## config.mk

```make
export PLATFORM = sky130hd
export DESIGN_NAME = pps_top
export DESIGN_NICKNAME = d
export VERILOG_FILES = /design/src/rtl/pps_pkg.sv /design/src/rtl/pps_timer.sv /design/src/rtl/pps_fsm.sv /design/src/rtl/pps_outdec.sv /design/src/rtl/pps_top.sv
export SDC_FILE = /design/constraint.sdc
export NUM_CORES = 1
export LEC_CHECK = 0
export ABC_AREA = 1
export ABC_CLOCK_PERIOD_IN_PS = 1300
export BUFFER_PORTS_ARGS = -buffer_cell sky130_fd_sc_hd__buf_4
export CAP_MARGIN = 20
export CORE_MARGIN = 4
export CORE_UTILIZATION = 36
export CTS_CLUSTER_DIAMETER = 200
export DETAILED_ROUTE_END_ITERATION = 16
export PLACE_DENSITY = 0.66
export SLEW_MARGIN = 10
export SYNTH_ARGS = -nofsm -noshare
export SYNTH_HDL_FRONTEND = slang
export SYNTH_SLANG_ARGS = --single-unit
```

## constraint.sdc

```tcl
create_clock -name clk -period 1.3 [get_ports clk]
set_input_delay 0.13 -clock clk [delete_from_list [all_inputs] [get_ports clk]]
set_output_delay 0.13 -clock clk [all_outputs]
set_load 0.03 [all_outputs]
```

## src/rtl/pps_pkg.sv

```systemverilog
package pps_pkg;
    typedef enum logic [2:0] {
        PS_OFF       = 3'd0,
        PS_UP_SETTLE = 3'd1,
        PS_UP_HOOK   = 3'd2,
        PS_ON        = 3'd3,
        PS_DN_SETTLE = 3'd4,
        PS_DN_HOOK   = 3'd5
    } pps_state_e;

    typedef struct packed {
        pps_state_e st;
    } pps_fsm_regs_t;
endpackage

```

## src/rtl/pps_timer.sv

```systemverilog
module pps_timer #(
    parameter int TICKS = 20
) (
    input  logic clk,
    input  logic rst_n,
    input  logic clr,
    input  logic tick,
    output logic done
);
    localparam int CNT_W = (TICKS < 2) ? 1 : $clog2(TICKS + 1);
    localparam logic [CNT_W-1:0] LAST = CNT_W'(TICKS - 1);

    typedef struct packed {
        logic [CNT_W-1:0] cnt;
    } timer_regs_t;

    timer_regs_t r_q, r_d;

    assign done = !clr && tick && (r_q.cnt == LAST);

    always_comb begin
        r_d = r_q;
        if (clr) begin
            r_d.cnt = '0;
        end else if (tick) begin
            if (r_q.cnt == LAST) r_d.cnt = '0;
            else                 r_d.cnt = r_q.cnt + 1'b1;
        end
    end

    always_ff @(posedge clk or negedge rst_n) begin
        if (!rst_n) r_q <= '0;
        else        r_q <= r_d;
    end
endmodule

```

## src/rtl/pps_fsm.sv

```systemverilog
module pps_fsm
    import pps_pkg::*;
#(
    parameter bit USE_HOOK = 1'b1
) (
    input  logic       clk,
    input  logic       rst_n,
    input  logic       start_req,
    input  logic       stop_req,
    input  logic       settle_done,
    input  logic       ack,
    output pps_state_e state
);
    localparam pps_state_e UP_NEXT = USE_HOOK ? PS_UP_HOOK : PS_ON;
    localparam pps_state_e DN_NEXT = USE_HOOK ? PS_DN_HOOK : PS_OFF;

    pps_fsm_regs_t r_q, r_d;

    always_comb begin
        r_d = r_q;
        unique case (r_q.st)
            PS_OFF:       if (start_req)   r_d.st = PS_UP_SETTLE;
            PS_UP_SETTLE: if (settle_done) r_d.st = UP_NEXT;
            PS_UP_HOOK:   if (ack)         r_d.st = PS_ON;
            PS_ON:        if (stop_req)    r_d.st = PS_DN_SETTLE;
            PS_DN_SETTLE: if (settle_done) r_d.st = DN_NEXT;
            PS_DN_HOOK:   if (ack)         r_d.st = PS_OFF;
            default:                       r_d.st = PS_OFF;
        endcase
    end

    always_ff @(posedge clk or negedge rst_n) begin
        if (!rst_n) r_q.st <= PS_OFF;
        else        r_q    <= r_d;
    end

    assign state = r_q.st;
endmodule

```

## src/rtl/pps_outdec.sv

```systemverilog
module pps_outdec
    import pps_pkg::*;
(
    input  pps_state_e state,
    output logic       ctrl_en,
    output logic       panel_pwr,
    output logic       busy,
    output logic       hook_req,
    output logic       timer_clr
);
    always_comb begin
        ctrl_en   = (state != PS_OFF);
        panel_pwr = (state == PS_ON);
        hook_req  = (state == PS_UP_HOOK) || (state == PS_DN_HOOK);
        timer_clr = !((state == PS_UP_SETTLE) || (state == PS_DN_SETTLE));
        busy      = ctrl_en && !panel_pwr;
    end
endmodule

```

## src/rtl/pps_top.sv

```systemverilog
module pps_top
    import pps_pkg::*;
#(
    parameter int SETTLE_TICKS = 20,
    parameter bit USE_HOOK     = 1'b1
) (
    input  logic clk,
    input  logic rst_n,
    input  logic start_req,
    input  logic stop_req,
    input  logic ms_tick,
    input  logic hook_ack,
    output logic hook_req,
    output logic ctrl_en,
    output logic panel_pwr,
    output logic busy
);
    pps_state_e state;
    logic       settle_done;
    logic       timer_clr;
    logic       ack_eff;
    logic       hook_req_raw;

    generate
        if (USE_HOOK) begin : g_hook
            assign ack_eff  = hook_ack;
            assign hook_req = hook_req_raw;
        end else begin : g_nohook
            assign ack_eff  = 1'b0;
            assign hook_req = 1'b0;
        end
    endgenerate

    pps_timer #(.TICKS(SETTLE_TICKS)) u_timer (
        .clk   (clk),
        .rst_n (rst_n),
        .clr   (timer_clr),
        .tick  (ms_tick),
        .done  (settle_done)
    );

    pps_fsm #(.USE_HOOK(USE_HOOK)) u_fsm (
        .clk         (clk),
        .rst_n       (rst_n),
        .start_req   (start_req),
        .stop_req    (stop_req),
        .settle_done (settle_done),
        .ack         (ack_eff),
        .state       (state)
    );

    pps_outdec u_dec (
        .state     (state),
        .ctrl_en   (ctrl_en),
        .panel_pwr (panel_pwr),
        .busy      (busy),
        .hook_req  (hook_req_raw),
        .timer_clr (timer_clr)
    );
endmodule

```

# Yosys cells after proc, flatten, opt, wreduce, memory -nomap -nowiden
# Index checks and enable logic that the tools add are counted.
[classes] n_addsub=1 n_eq_ne=13 muxes=10 n_reduce_logical=9
[ops] cell="2-to-1 mux 3 bit" count=6
[ops] cell="case mux 3 bit (6 select lines)" count=1
[ops] cell="2-to-1 mux 5 bit" count=3
[ops] cell="inequality test 2 bit (second input constant)" count=7
[ops] cell="== test 3 x 2 -> 1 bit (second input constant)" count=2
[ops] cell="== test 3 bit (second input constant)" count=2
[ops] cell="AND reduction 6 bit" count=1
[ops] cell="adder 5 x 1 -> 5 bit (second input constant)" count=1
[ops] cell="== test 5 bit (second input constant)" count=1
[ops] cell="== test 3 x 1 -> 1 bit (second input constant)" count=1
[ops] cell="logical AND 1 bit" count=3
[ops] cell="zero test 3 bit" count=1
[ops] cell="nonzero test 3 bit" count=1
[ops] cell="logical OR 1 bit" count=2
[ops] cell="zero test 1 bit" count=1
[word_totals] ff_bits=8

# Depth between registers and ports, before layout
# Gate-level depths: netlist of the first run.
[depth] ltp_word=6 depth_mapped=8

# Cells and area by module
# From an unflattened synthesis of the first run, not the netlist that was laid out.
[unflattened] cells_unflattened=100 area_unflattened_um2=646.9
[by_module_without_submodules] module="pps_timer" instances=1 cells_each=38 area_per_inst_um2=301.5 seq_area_each_um2=125.1
[by_module_without_submodules] module="pps_fsm" instances=1 cells_each=48 area_per_inst_um2=277.8 seq_area_each_um2=75.1
[by_module_without_submodules] module="pps_outdec" instances=1 cells_each=14 area_per_inst_um2=67.6 seq_area_each_um2=0.0

# Worst setup path after synthesis of the first run
# Ideal clock, no wire load.
[synth_path] path_kind="register to output" startpoint="register u_fsm.r_q, in the netlist u_fsm.state[0]" endpoint="output port busy" t_arrival_ns=1.256 required_time_ns=1.170 path_slack_ns=-0.086 path_stages_with_launch=6 n_path_buf=0 cell_sequence="dfrtp_1 > nand2_1 > nor2_1 > inv_1 > nand2_1 > inv_1"
[synth_via] elab_chain_cells=3
[synth_rtl] element="start: declaration" line="pps_fsm.sv:17" rtl="pps_fsm_regs_t r_q, r_d;"
[synth_rtl] element="start signal: assignment" line="pps_fsm.sv:34" rtl="else r_q <= r_d;"
[synth_rtl] element="== test 3 x 2 -> 1 bit" line="pps_outdec.sv:13" rtl="panel_pwr = (state == PS_ON);"
[synth_rtl] element="named net panel_pwr" line="pps_top.sv:15" rtl="output logic panel_pwr,"
[synth_rtl] element="zero test 1 bit" line="pps_outdec.sv:16" rtl="busy = ctrl_en && !panel_pwr;"
[synth_rtl] element="logical AND 1 bit" line="pps_outdec.sv:16"
[synth_rtl] element="end: declaration" line="pps_top.sv:16" rtl="output logic busy"
# The timed path passes the listed nets, and every way through them passes these cells.

# Final worst setup path of the first run
[layout_path] startpoint="register u_fsm.r_q, in the netlist u_fsm.state[0]" endpoint="output port hook_req"
[layout_via] elab_chain_cells=2
[layout_rtl] element="== test 3 x 2 -> 1 bit or == test 3 bit (tied branches)" line="pps_outdec.sv:14" rtl="hook_req = (state == PS_UP_HOOK) || (state == PS_DN_HOOK);"
[layout_rtl] element="logical OR 1 bit (*)" line="pps_outdec.sv:14"
[layout_rtl] element="end: declaration" line="pps_top.sv:13" rtl="output logic hook_req,"
# Every way passes the cells marked *; elsewhere a longest branch is shown, timed or not.

==> results of run 1 <==
[where the power goes]
| group | total, mW | switching (mW) | leakage, nW | internal, mW |
|---|---|---|---|---|
| combinational | 1.15 | 0.643 | 0.284 | 0.506 |
| clock | 0.196 | 0.0900 | 0.0138 | 0.106 |
| sequential | 0.425 | 0.105 | 0.103 | 0.320 |
| total | 1.77 | 0.838 | 0.401 | 0.932 |
[metrics by stage]
| stage | cells | instance area [um^2] | setup TNS (ps) | total power, mW | util, % |
|---|---|---|---|---|---|
| after floorplan | 70 | 538 | 0 | 0.981 | - |
| after global placement | 96 | 639 | 0 | 1.22 | 47.4 |
| after detailed placement | 96 | 639 | 0 | 1.23 | 47.4 |
| after CTS | 104 | 719 | -14.8 | 1.58 | 53.3 |
| after global routing | 108 | 795 | -211 | 1.90 | 58.9 |
| final | 108 | 795 | -50.7 | 1.77 | 58.9 |
[worst reg2reg max path, stage by stage, from the launching register on]
cell and delay (ps):
dfrtp_2 450, inv_1 120, nand3_1 150, nand2_4 150
nand2_4 70, nand4_1 100, nand2_1 70
[state kept, by name (all words and copies together), names as in the netlist]
register / count
u_timer.r_q: 5
u_fsm.state: 3
[repair_timing]
action                                  in CTS  in global routing
endpoints found under the setup margin       2                  6
hold endpoints to repair                     8                  0
pin swaps                                    2                  6
gates resized for setup                      6                 13
hold buffers                                 1                  0
setup buffers                                4                  4
[worst max-delay path by stage]
| stage | cells past startpoint | slack [ps] | start | end |
|---|---|---|---|---|
| finish | 4 | -50 | u_fsm.state[0] | hook_req |
| CTS | 6 | -10 | u_fsm.state[1] | busy |
| floorplan | 6 | 40 | u_fsm.state[0] | u_fsm.state[0] |
| global placement | 8 | 70 | u_timer.r_q[0] | u_fsm.state[1] |
| detailed placement | 8 | 50 | u_timer.r_q[0] | u_fsm.state[2] |
| global route | 4 | -110 | u_fsm.state[0] | hook_req |
[layout by cell type (no fill, tap or decap)]
cell           count
xnor2_1            1
a21oi_1            1
buf_4             16
clkbuf_4           3
nand2_2            5
inv_2              2
inv_1              8
dlygate4sd3_1      1
nand3_4            1
nand3_1           10
ha_4               1
xor2_1             2
nand4_1            3
nand2_1           15
nor2_4             2
buf_6              3
o21ai_2            4
nor2_1             2
dfrtp_1            5
nand3_2            3
dfrtp_2            3
nand2_4            2
[cells by family after synthesis]
logic type | Yosys count | synth area share (%)
simple gates | 43 | 40.9
fa+ha+maj | 1 | 2.34
buf+inv | 10 | 7.01
flops | 8 | 37.4
compound gates | 5 | 7.48
xor+xnor | 3 | 4.91
[final cells by class]
type,instances,share of cell area (%)
multi-input combinational,52,43.8
tap,15,2.36
clock buffer,3,2.83
timing repair buffer,20,20.6
sequential,8,25.7
inverter,10,4.72
[per-layer routing]
metal,part of all wire [%],routed length [um],vias to the layer above,global-route usage (%)
met5,0,0,-,0
met4,3.5,44,0,8.52
met3,4.7,59,7,5.86
met2,45,564,9,15.4
met1,46,579,226,16.7
li1,-,-,274,-
==> flow_metrics.py, run 1 <==
metrics = {
    "timing": {
        "max_freq_mhz": 740,
        "timing.final.ws_setup_ps": -50.7,
        "skew_ps": 7.09,
        "rsz0062_at_grt": "yes",
        "fin_hold_ws_ps": 157,
        "post-route-min-period_ps": 1350,
        "hold_viol": 0,
        "setup_viol": 1,
        "relSlewSlack_pct": 87.8,
        "tightest_slew_ps": 183,
        "maxSlewViolCount": 0,
        "period_share_pct": 104,
    },
    "grt": {
        "grt_pass1_wl_um": 1760,
        "grt_max_degree": 9,
        "grt_pass1_vias": 422,
        "grt_usage_pct": 12.5,
        "overflow": 0,
        "antenna_found_initial": 0,
    },
    "setup_path": {
        "rrSetupSlack_ps": 90,
        "r2r-start": "u_fsm.state[2]",
        "worstSetupEndpointType": "output pin",
        "cpMaxStageDelayCell": "dfrtp_2",
        "worst-path-buf-inv": 1,
        "crit_family": "flip-flops",
        "crit_chain": "nor2_1 -> nand2_2 -> nand2_2 -> buf_6",
        "cp_max_fo": 5,
        "worstPathArrival_ps": 1220,
        "crit_type": "reg -> out",
        "cp_common_cell": "nand2_2",
        "crit_required_ps": 1170,
        "crit-reg2reg-capture": "u_fsm.state[1]",
        "r2r_cells": 6,
        "slowest_delay_ps": 450,
        "crit_path_start_kind": "flop",
    },
    "pwr": {
        "p_leak_nw": 0.401,
        "peakVddDrop_uv": 1180,
        "p_per_area_mw_per_mm2": 2230,
    },
    "yosys": {
        "synthesis.nets": 77,
        "yosysMostFrequentCell": "nand2_1",
        "ys_ff_latch": 8,
        "ys_seq_area_share_pct": 37.4,
        "syn_avg_cell_area_um2": 7.65,
        "synth_area_leaders": "dfrtp_1 (37%), nand2_1 (14%), nand3_1 (11%), o21ai_2 (6.5%), inv_1 (6.3%)",
        "synthCells": 70,
        "yosys_warnings": 0,
        "synthDistinctLibCells": 15,
        "yosysTopAreaCell": "dfrtp_1",
        "synth_top_area_share_pct": 37.4,
        "synth_area_um2": 536,
        "synth-edff-count": 0,
        "synth-main-ff-cell": "dfrtp_1",
        "synth_commonest_cells": "nand2_1 (20), nand3_1 (12), inv_1 (9)",
        "async_reset_ff_share_pct": 100,
    },
    "detailed_routing": {
        "wire_per_inst_um": 11.6,
        "drtAntennaViolNets": 0,
        "route.vias.total": 516,
        "drt_iter0_markers": 3,
        "detail_route.drc_violations": 0,
        "drt_first_pass_iters": 4,
        "wl_um": 1250,
        "viasPerCell": 4.78,
    },
    "cells_and_area": {
        "nets": 102,
        "drive_gt1_share_pct": 48.4,
        "ff_latch_area_um2": 204,
        "n_antenna_cell": 0,
        "syn2layout_area_growth_pct": 48.4,
        "fill_cells": 113,
        "multi_input_area_um2": 348,
    },
    "outcome": {
        "violations": "negative setup slack",
        "outcome": "complete, but fails checks",
    },
    "place": {
        "dpl.hpwl_um": 801,
        "place_congestion": 0.785,
        "io_buffers": 9,
        "dp_slack_ps": 52.2,
    },
    "floorplanning": {
        "die_area_mm2": 0.00217,
        "initial_utilization_pct": 39.7,
        "pin_count": 10,
        "core_area_mm2": 0.00135,
        "die_w_um": 46.6,
        "die_h_um": 46.6,
        "num_rows": 13,
    },
    "min_path": {
        "hold_path.class": "in -> reg",
        "worstHoldStart": "ms_tick",
        "whs_path_depth": 3,
        "hold_end": "u_timer.r_q[1]",
    },
    "clocking": {
        "htreeDepth": 1,
        "cts_buffers": 3,
        "cts-root-buf": "clkbuf_4",
        "cts_tree": "yes",
        "clkLatencyLatePin_ps": 260,
        "clock-sinks": 8,
        "path_clk_slew_ps": 60,
        "cts_buffer_depth": 2,
    },
    "run": {
        "drv_cap": 0,
    },
}
No activity file was read; power rests on OpenSTA's default activity.
==> inputs of run 2 (changes only) <==
--- a/config.mk
+++ b/config.mk
@@ -9,11 +9,10 @@
 export ABC_CLOCK_PERIOD_IN_PS = 1300
 export BUFFER_PORTS_ARGS = -buffer_cell sky130_fd_sc_hd__buf_4
 export CAP_MARGIN = 20
-export CORE_MARGIN = 4
 export CORE_UTILIZATION = 36
 export CTS_CLUSTER_DIAMETER = 200
 export DETAILED_ROUTE_END_ITERATION = 16
-export PLACE_DENSITY = 0.66
+export PLACE_DENSITY = 0.64
 export SLEW_MARGIN = 10
 export SYNTH_ARGS = -nofsm -noshare
 export SYNTH_HDL_FRONTEND = slang
==> run 2 against run 1 <==
Compared with the run above: the flow now finishes without violations; power shrank 6.2%; critical endpoint is now busy; sequential share of layout area grew 0.66 points; global-route usage grew 6.7 points; first-iteration DRC count grew 100%; largest cell class unchanged; final cell count shrank 0.93%.
==> flow_metrics.py, run 2 (synthesis gave the netlist of run 1 again) <==
metrics = {
    "timing": {
        "hold_viol": 0,
        "max_freq_mhz": 776,
        "relSlewSlack_pct": 87.0,
        "fin_setup_tns_ps": 0,
        "post-route-min-period_ps": 1290,
        "setup_viol": 0,
        "skew_ps": 7.02,
        "maxSlewViolCount": 0,
        "rsz0062_at_grt": "yes",
        "tightest_slew_ps": 194,
        "period_share_pct": 99.1,
    },
    "min_path": {
        "worstHoldStart": "ms_tick",
        "hold_path.class": "in -> reg",
        "hold_end": "u_timer.r_q[1]",
        "whs_path_depth": 3,
    },
    "clocking": {
        "cts-root-buf": "clkbuf_4",
        "cts_tree": "yes",
        "cts_buffers": 3,
        "path_clk_slew_ps": 60,
        "htreeDepth": 1,
        "cts_buffer_depth": 2,
        "clkLatencyLatePin_ps": 250,
        "clock-sinks": 8,
    },
    "grt": {
        "grt_pass1_wl_um": 1990,
        "grt_use_met1_pct": 21.0,
        "overflow": 0,
        "grt_max_degree": 9,
        "met3_usage_pct": 6.67,
        "antenna_found_initial": 0,
        "grt_pass1_vias": 469,
        "grtUsageMet2_pct": 32.1,
        "grt_usage_pct": 19.2,
        "busiest_layer": "met2",
    },
    "cells_and_area": {
        "final_core_util_pct": 57.4,
        "top_register": "u_timer.r_q",
        "multi_input_area_um2": 335,
        "n_antenna_cell": 0,
        "syn2layout_area_growth_pct": 44.6,
        "final_cell_mix": "nand2_1 (17), buf_4 (15), nand3_1 (11)",
        "largest_register_ffs": 5,
        "nets": 101,
        "layout_commonest_cell": "nand2_1",
        "ff_latch_area_um2": 204,
        "drive_gt1_share_pct": 45.7,
        "fill_cells": 126,
    },
    "setup_path": {
        "cp_max_fo": 5,
        "rrSetupSlack_ps": 100,
        "worstPathArrival_ps": 1160,
        "crit_required_ps": 1170,
        "critPathLaunch": "u_fsm.state[1]",
        "crit-reg2reg-capture": "u_fsm.state[0]",
        "crit_path_start_kind": "flop",
        "r2r_cells": 9,
        "crit_type": "reg -> out",
        "r2r-start": "u_fsm.state[1]",
        "worstSetupEndpointType": "output pin",
    },
    "outcome": {
        "outcome": "finished clean",
    },
    "pwr": {
        "p_per_area_mw_per_mm2": 2150,
        "peakVddDrop_uv": 984,
        "p_leak_nw": 0.395,
    },
    "place": {
        "dpl.hpwl_um": 806,
        "place_congestion": 0.729,
        "io_buffers": 9,
    },
    "detailed_routing": {
        "detail_route.drc_violations": 0,
        "drt_first_pass_iters": 4,
        "wire_per_inst_um": 10.9,
        "viasPerCell": 5.13,
        "wl_um": 1170,
        "drt_iter0_markers": 6,
        "drtAntennaViolNets": 0,
        "route.vias.total": 549,
    },
    "floorplanning": {
        "die_w_um": 40.6,
        "initial_utilization_pct": 39.7,
        "pin_count": 10,
        "num_rows": 13,
        "core_area_mm2": 0.00135,
        "die_h_um": 40.6,
        "die_area_mm2": 0.00165,
    },
    "run": {
        "drv_cap": 0,
    },
}
-- run 2: cell types whose count changed in the layout (fill, tap and decap cells not counted), sizes merged --
cell and delta:
buf -1
-- run 2: worst max path at each step --
stage                     cells after the start              to
after floorplan                               6  u_fsm.state[0]
after global placement                        6  u_fsm.state[2]
after detailed placement                      6  u_fsm.state[2]
after CTS                                     6            busy
after global routing                          6            busy
final                                         5            busy
-- run 2: area by class of cell --
cell class / instances / share of cell area [%]
sequential: 8 / 26.3
timing repair buffer: 19 / 20.2
multi-input combinational: 52 / 43.3
clock buffer: 3 / 2.91
tap: 15 / 2.42
inverter: 10 / 4.85
-- run 2: critical path: stages (launching register included) --
cell and delay, ps:
dfrtp_2 450, nor2_4 140, nand2_1 80, nand2_1 80, inv_2 40, buf_6 120
-- run 2: repair_timing --
action / CTS / global route
pin swaps: 2 / 4
gates resized for setup: 6 / 10
hold endpoints to repair: 8 / 0
hold buffers: 1 / 0
buffers inserted: 4 / 1
setup endpoints to repair: 2 / 6
-- run 2: stage by stage --
stage / total power [mW] / instances / cell area [um^2] / hold slack (ps) / setup WS (ps)
after CTS: 1.57 / 106 / 732 / 153 / 5.38
after floorplan: 0.981 / 70 / 538 / -166 / 40.6
after detailed placement: 1.24 / 98 / 654 / -45.4 / 39.4
after global placement: 1.24 / 98 / 654 / -46.2 / 42.5
final: 1.66 / 107 / 774 / 161 / 11.3
after global routing: 1.81 / 107 / 774 / 169 / -74.8
-- run 2: layer usage --
layer	wire (um)	part of all wire [%]
met1	508	43
met2	601	51
met3	46	3.9
met4	14	1.2
met5	0	0
-- run 2: power by group --
part / total [mW] / leakage (nW) / switching (mW) / internal [mW]
clock network: 0.188 / 0.0138 / 0.0828 / 0.106
logic: 1.05 / 0.278 / 0.595 / 0.451
registers: 0.428 / 0.103 / 0.108 / 0.320
